`config.mk`:
```
export PLATFORM = sky130hd
export DESIGN_NAME = mcyc_sequencer
export DESIGN_NICKNAME = d
export VERILOG_FILES = /design/src/rtl/mcyc_pkg.sv /design/src/rtl/mcyc_steps.sv /design/src/rtl/mcyc_ctrl.sv /design/src/rtl/mcyc_tally.sv /design/src/rtl/mcyc_sequencer.sv
export SDC_FILE = /design/constraint.sdc
export NUM_CORES = 1
export LEC_CHECK = 0
export ABC_AREA = 1
export BUFFER_PORTS_ARGS = -buffer_cell sky130_fd_sc_hd__clkbuf_2
export CAP_MARGIN = 15
export CELL_PAD_IN_SITES_DETAIL_PLACEMENT = 2
export CELL_PAD_IN_SITES_GLOBAL_PLACEMENT = 2
export CORE_ASPECT_RATIO = 0.9
export CORE_MARGIN = 1
export CORE_UTILIZATION = 31
export CTS_BUF_LIST = sky130_fd_sc_hd__clkbuf_2 sky130_fd_sc_hd__clkbuf_4 sky130_fd_sc_hd__clkbuf_8
export DETAILED_ROUTE_END_ITERATION = 16
export PLACE_DENSITY = 0.85
export SLEW_MARGIN = 20
export SYNTH_ARGS = -nofsm -noshare
export SYNTH_HDL_FRONTEND = slang
export SYNTH_SLANG_ARGS = --single-unit
```
`constraint.sdc`:
```
create_clock -name clk -period 3.2 [get_ports clk]
set_clock_uncertainty 0.2 [all_clocks]
set_input_delay 0.64 -clock clk [delete_from_list [all_inputs] [get_ports clk]]
set_output_delay 0.64 -clock clk [all_outputs]
set_load 0.005 [all_outputs]
```
`src/rtl/mcyc_pkg.sv`:
```
// Shared types for the machine cycle sequencer.
// Assumes the bus unit decodes the cycle type as a 3-bit status code.
package mcyc_pkg;

    localparam int KIND_W     = 3;
    localparam int SRC_W      = 3;
    localparam int TLEN_W     = 3;
    localparam int NUM_CLASSES = 7;

    typedef enum logic [KIND_W-1:0] {
        K_IDLE  = 3'b000,
        K_MWR   = 3'b001,
        K_MRD   = 3'b010,
        K_FETCH = 3'b011,
        K_IACK  = 3'b111
    } kind_e;

    typedef enum logic [SRC_W-1:0] {
        S_PC   = 3'd0,
        S_PCN  = 3'd1,
        S_TMP  = 3'd2,
        S_SPM1 = 3'd3,
        S_SPM2 = 3'd4,
        S_NONE = 3'd7
    } src_e;

    typedef struct packed {
        kind_e             kind;
        src_e              src;
        logic [TLEN_W-1:0] tlen;
        logic              last;
    } step_t;

    function automatic step_t mk_step(kind_e k, src_e s, logic [TLEN_W-1:0] t, logic l);
        step_t r;
        r.kind = k;
        r.src  = s;
        r.tlen = t;
        r.last = l;
        return r;
    endfunction

endpackage

```
`src/rtl/mcyc_steps.sv`:
```
// Step table: maps (class, step index) to one machine cycle descriptor.
// Assumes class codes 0..6; any other code or index gives a harmless last idle step.
module mcyc_steps
    import mcyc_pkg::*;
#(
    parameter int CLS_W = 3,
    parameter int IDX_W = 3
) (
    input  logic [CLS_W-1:0] cls,
    input  logic [IDX_W-1:0] idx,
    output step_t            step
);

    // Purpose: combinational lookup of the current cycle descriptor.
    always_comb begin
        step = mk_step(K_IDLE, S_NONE, 3'd0, 1'b1);
        unique case (cls)
            3'd0: step = mk_step(K_FETCH, S_PC, 3'd4, 1'b1);
            3'd1: step = mk_step(K_FETCH, S_PC, 3'd6, 1'b1);
            3'd2: case (idx)
                      3'd0:    step = mk_step(K_FETCH, S_PC,  3'd4, 1'b0);
                      default: step = mk_step(K_MRD,   S_PCN, 3'd3, 1'b1);
                  endcase
            3'd3: case (idx)
                      3'd0:    step = mk_step(K_FETCH, S_PC,  3'd4, 1'b0);
                      3'd1,
                      3'd2:    step = mk_step(K_MRD,   S_PCN, 3'd3, 1'b0);
                      default: step = mk_step(K_MWR,   S_TMP, 3'd3, 1'b1);
                  endcase
            3'd4: case (idx)
                      3'd0:    step = mk_step(K_FETCH, S_PC,   3'd4, 1'b0);
                      3'd1:    step = mk_step(K_IDLE,  S_NONE, 3'd3, 1'b0);
                      default: step = mk_step(K_IDLE,  S_NONE, 3'd3, 1'b1);
                  endcase
            3'd5: case (idx)
                      3'd0:    step = mk_step(K_IACK, S_PC,   3'd6, 1'b0);
                      3'd1:    step = mk_step(K_MWR,  S_SPM1, 3'd3, 1'b0);
                      default: step = mk_step(K_MWR,  S_SPM2, 3'd3, 1'b1);
                  endcase
            3'd6: case (idx)
                      3'd0:    step = mk_step(K_IACK, S_PC,   3'd6, 1'b0);
                      3'd1,
                      3'd2:    step = mk_step(K_IACK, S_PCN,  3'd3, 1'b0);
                      3'd3:    step = mk_step(K_MWR,  S_SPM1, 3'd3, 1'b0);
                      default: step = mk_step(K_MWR,  S_SPM2, 3'd3, 1'b1);
                  endcase
            default: step = mk_step(K_IDLE, S_NONE, 3'd0, 1'b1);
        endcase
    end

endmodule

```
`src/rtl/mcyc_ctrl.sv`:
```
// Sequence control: accepts a start when idle, latches the class, steps the
// index on each bus handshake and raises a one-cycle finish pulse.
// Assumes cyc_done is a single-cycle pulse from the bus unit.
module mcyc_ctrl
    import mcyc_pkg::*;
#(
    parameter int CLS_W = 3,
    parameter int IDX_W = 3
) (
    input  logic             clk,
    input  logic             rst_n,
    input  logic             start,
    input  logic [CLS_W-1:0] cls_in,
    input  logic             cyc_done,
    input  logic             last,
    output logic             busy,
    output logic             accept,
    output logic [CLS_W-1:0] cls_q,
    output logic [IDX_W-1:0] idx_q,
    output logic             fin
);

    logic cls_ok;

    // Purpose: decide whether a start request may open a sequence.
    always_comb begin
        cls_ok = (int'(cls_in) < NUM_CLASSES);
        accept = start && !busy && cls_ok;
    end

    // Purpose: run/idle state, class latch, step index and finish pulse.
    always_ff @(posedge clk) begin
        if (!rst_n) begin
            busy  <= 1'b0;
            cls_q <= '0;
            idx_q <= '0;
            fin   <= 1'b0;
        end else begin
            fin <= 1'b0;
            if (accept) begin
                busy  <= 1'b1;
                cls_q <= cls_in;
                idx_q <= '0;
            end else if (busy && cyc_done) begin
                if (last) begin
                    busy <= 1'b0;
                    fin  <= 1'b1;
                end else begin
                    idx_q <= idx_q + 1'b1;
                end
            end
        end
    end

    AST_HOLD_UNTIL_DONE: assert property (@(posedge clk) disable iff (!rst_n)
        busy && !cyc_done |=> busy && $stable(idx_q));

    AST_FIN_PULSE: assert property (@(posedge clk) disable iff (!rst_n)
        fin |=> !fin);

    AST_CLASS_KEPT: assert property (@(posedge clk) disable iff (!rst_n)
        busy && start && !(cyc_done && last) |=> busy && $stable(cls_q));

endmodule

```
`src/rtl/mcyc_tally.sv`:
```
// T-state accumulator: cleared when a sequence opens, adds each finished
// cycle's length. Assumes TOT_W is wide enough for the longest sequence.
module mcyc_tally
    import mcyc_pkg::*;
#(
    parameter int TOT_W = 6
) (
    input  logic              clk,
    input  logic              rst_n,
    input  logic              clear,
    input  logic              add,
    input  logic [TLEN_W-1:0] tlen,
    output logic [TOT_W-1:0]  total
);

    // Purpose: hold the running T-state sum of the current instruction.
    always_ff @(posedge clk) begin
        if (!rst_n) begin
            total <= '0;
        end else if (clear) begin
            total <= '0;
        end else if (add) begin
            total <= total + TOT_W'(tlen);
        end
    end

    AST_SUM_GROWS: assert property (@(posedge clk) disable iff (!rst_n)
        add && !clear |=> total > $past(total));

endmodule

```
`src/rtl/mcyc_sequencer.sv`:
```
// Top: turns an instruction class into its ordered machine cycles and
// reports the exact T-state total. Assumes the bus unit handshakes every
// presented cycle with a one-cycle cyc_done.
module mcyc_sequencer
    import mcyc_pkg::*;
#(
    parameter int CLS_W = 3,
    parameter int IDX_W = 3,
    parameter int TOT_W = 6
) (
    input  logic             clk,
    input  logic             rst_n,
    input  logic             start,
    input  logic [CLS_W-1:0] iclass,
    input  logic             cyc_done,
    output logic             cyc_valid,
    output logic [2:0]       cyc_kind,
    output logic [2:0]       cyc_src,
    output logic [2:0]       cyc_tlen,
    output logic             instr_done,
    output logic [TOT_W-1:0] t_total
);

    logic             busy;
    logic             accept;
    logic [CLS_W-1:0] cls_q;
    logic [IDX_W-1:0] idx_q;
    step_t            step;

    mcyc_ctrl #(.CLS_W(CLS_W), .IDX_W(IDX_W)) i_ctrl (
        .clk      (clk),
        .rst_n    (rst_n),
        .start    (start),
        .cls_in   (iclass),
        .cyc_done (cyc_done),
        .last     (step.last),
        .busy     (busy),
        .accept   (accept),
        .cls_q    (cls_q),
        .idx_q    (idx_q),
        .fin      (instr_done)
    );

    mcyc_steps #(.CLS_W(CLS_W), .IDX_W(IDX_W)) i_steps (
        .cls  (cls_q),
        .idx  (idx_q),
        .step (step)
    );

    mcyc_tally #(.TOT_W(TOT_W)) i_tally (
        .clk   (clk),
        .rst_n (rst_n),
        .clear (accept),
        .add   (busy && cyc_done),
        .tlen  (step.tlen),
        .total (t_total)
    );

    // Purpose: present the current cycle, or a quiet idle code when not running.
    always_comb begin
        cyc_valid = busy;
        cyc_kind  = busy ? step.kind : K_IDLE;
        cyc_src   = busy ? step.src  : S_NONE;
        cyc_tlen  = busy ? step.tlen : 3'd0;
    end

    AST_FIRST_IS_FETCH: assert property (@(posedge clk) disable iff (!rst_n)
        $rose(cyc_valid) |-> (cyc_kind == K_FETCH || cyc_kind == K_IACK));

    AST_IDLE_NO_ADDR: assert property (@(posedge clk) disable iff (!rst_n)
        cyc_valid && cyc_kind == K_IDLE |-> cyc_src == S_NONE && cyc_tlen == 3'd3);

    AST_DONE_QUIET: assert property (@(posedge clk) disable iff (!rst_n)
        instr_done |-> !cyc_valid);

    AST_CYCLE_STABLE: assert property (@(posedge clk) disable iff (!rst_n)
        cyc_valid && !cyc_done |=> $stable(cyc_kind) && $stable(cyc_src) && $stable(cyc_tlen));

endmodule

```
==> run metrics <==
root buffer cell clkbuf_8; PortBufs 23; pin count of the biggest net entering global routing 11; antenna-violating nets left 0; slowest stage cell, crit path fa_1; HP Class register to register; clk_lat worst skew ~0.25 ns; CTS Buf Count 3; area of the multi-input gates 773 µm²; Mapped Avg Cell Area 7.34 µm²; period utilization 0.921; Ports 24; HP Start i_tally.total[0]$_SDFFE_PP0P_; Power Density 343 nW/µm²; Die ar. between 4000 and 5000 µm²; Post-Synthesis Cells between 150 and 200; Post-synth EDFFs 0; DIE HEIGHT 60.4 µm; first-pass iteration count of the detailed router 4; clock tree from TritonCTS yes; post-synth design cell area 1170 µm²; CP Class register to register; Max FO, Critical Path 4; maxcap violations 0; # nets final 201; RR Startpoint i_ctrl.idx_q[0]$_SDFFE_PP0P_; # DRC 0; Layout area overhead 15.1%; worst-path cell chain inv_1 > ha_1 > inv_2 > nor2_2 > nand2_2 > nand3_1 > a21oi_2 > a21oi_1 > nand2_1 > ha_1 > inv_1 > fa_1 > nor2_1 > o211ai_1 > xor2_1 > nor2_1; syn_nets 176; Cell variety after synth 32; Main synth FF type dfxtp_1; initial antenna violation count 0; CTS Hold Bufs 0; row cnt 20; vias in the first global route 1295; Fill cells 423; Slew @ Worst Pin 0.506 ns; H-tree levels 1; most common cell after layout, fill and taps aside nand2_1; Die W about 67 µm; CP peak stage delay 0.42 ns; synthesized flop and latch total 14; routability congestion estimate 0.861; Core Util, Final 0.386; Max Fclk 339 MHz; fraction of registers with async set or reset after synthesis 0; status completed; antenna cells 0; Sum Neg Setup Slack 0 ns; post-synthesis sequential area ratio 0.239; CP Launch Point i_ctrl.idx_q[0]$_SDFFE_PP0P_; via/cell ratio slightly above 5; most frequent cells in the layout nand2_1, clkbuf_2, nor2_1, dfxtp_1, inv_1; Leak 0.000663 µW; Post-CTS Setup Inserts 0; fin crit period just under 3 ns; worst path required time 3.13 ns; PostCTS Resize Cnt 0; Worst-path clk slew approximately 0.06 ns; Reg area 280 µm²; YS warnings 0; final wirelength 3740 µm; # setup viols final 0; via count 1167; DP HPWL 3100 µm; unrepaired setup endpoints after global routing no; DR WL/cell 16.5 µm; GRT Util Overall 0.211; VDD IR max 0.000154 V; share of layout cells above drive strength 1 0.355; core area 3500 µm²; first-pass GRT wire length 6290 µm; CP Launch Type register; final hold vios 0; crit end category register; Slew Limit Fails 0; # clock sinks 14; Initial Util 0.335; CP arrival 2.88 ns; Clock Path Buffers 2; gr ovfl total 0; relative slew slack 0.662; DRT iter0 DRCs 31
[sequential cells by signal, summed over array words and instances, names as in the netlist]
register	flops
i_ctrl.idx_q	3
i_ctrl.cls_q	3
i_ctrl.busy	1
i_tally.total	6
i_ctrl.fin	1
[routing by layer]
| layer | part of all wire | GRT usage |
|---|---|---|
| met1 | 0.43 | 0.244 |
| met2 | 0.53 | 0.408 |
| met4 | 0.0083 | 0.0638 |
| met3 | 0.026 | 0.0207 |
| met5 | 0 | 0 |
[through the flow]
stage / setup WS, ns / total power [µW] / instances / cell area, µm² / hold WS [ns]
after global placement: 0.460 / 313 / 224 / 1310 / 0.282
final: 0.253 / 464 / 227 / 1350 / 0.303
after global routing: 0.00307 / 494 / 227 / 1350 / 0.332
after detailed placement: 0.242 / 321 / 224 / 1310 / 0.291
after CTS: 0.212 / 470 / 227 / 1350 / 0.310
after floorplan: 0.656 / 286 / 160 / 1170 / 0.273
[worst max-delay path, delay by kind of cell (launching register included)]
family,cells,cell delay (ns)
XOR/XNOR,1,0.16
AND/OR/NAND/NOR,6,0.52
flip-flops,1,0.37
adder cells (fa/ha/maj),3,0.88
buffers and inverters,3,0.26
AO/OA/AOI/OAI,3,0.42
[where the power goes]
part | internal, µW | switching [µW] | leakage [µW] | total [µW]
sequential | 181 | 17.2 | 0.000114 | 198
combinational | 42.3 | 76.8 | 0.000528 | 119
clock | 83.4 | 63.2 | 0.0000216 | 147
total | 307 | 157 | 0.000663 | 464
[area by class of cell]
type	count	share of cell area
Multi-Input combinational cell	122	0.572
Sequential cell	14	0.207
Timing Repair Buffer	23	0.0852
Tap cell	44	0.0407
Inverter	21	0.0639
Clock buffer	3	0.0306
[synth_stat cells, types with 4 or more instances]
cell type	instances	area [µm²]
nand2_1	26	97.6
nand3_2	4	40.0
inv_1	13	48.8
ha_1	8	100
nor2_2	6	37.5
nand2_2	8	50.1
dfxtp_1	14	280
nor2_1	18	67.6
inv_2	5	18.8
a21oi_1	12	60.1
nand3_1	5	25.0
o21ai_0	9	45.0
[kinds of logic after synthesis]
group	Yosys count	synth area share
adders and majority gates	9	0.102
DFF	14	0.239
and+or+nand+nor	79	0.380
xor gates and xnor gates	2	0.0149
buffers and inverters	24	0.102
AOI/OAI and AO/OA	32	0.162
[path summary, 6_finish.rpt]
kind	endpoint	slack, ns	cells past startpoint
worst min register to register	i_tally.total[0]$_SDFFE_PP0P_	0.30	2
worst min-delay path	i_tally.total[0]$_SDFFE_PP0P_	0.30	2
worst max register to register	i_tally.total[4]$_SDFFE_PP0P_	0.25	16
worst max-delay path	i_tally.total[4]$_SDFFE_PP0P_	0.25	16
No activity file was read; power rests on OpenSTA's default activity.
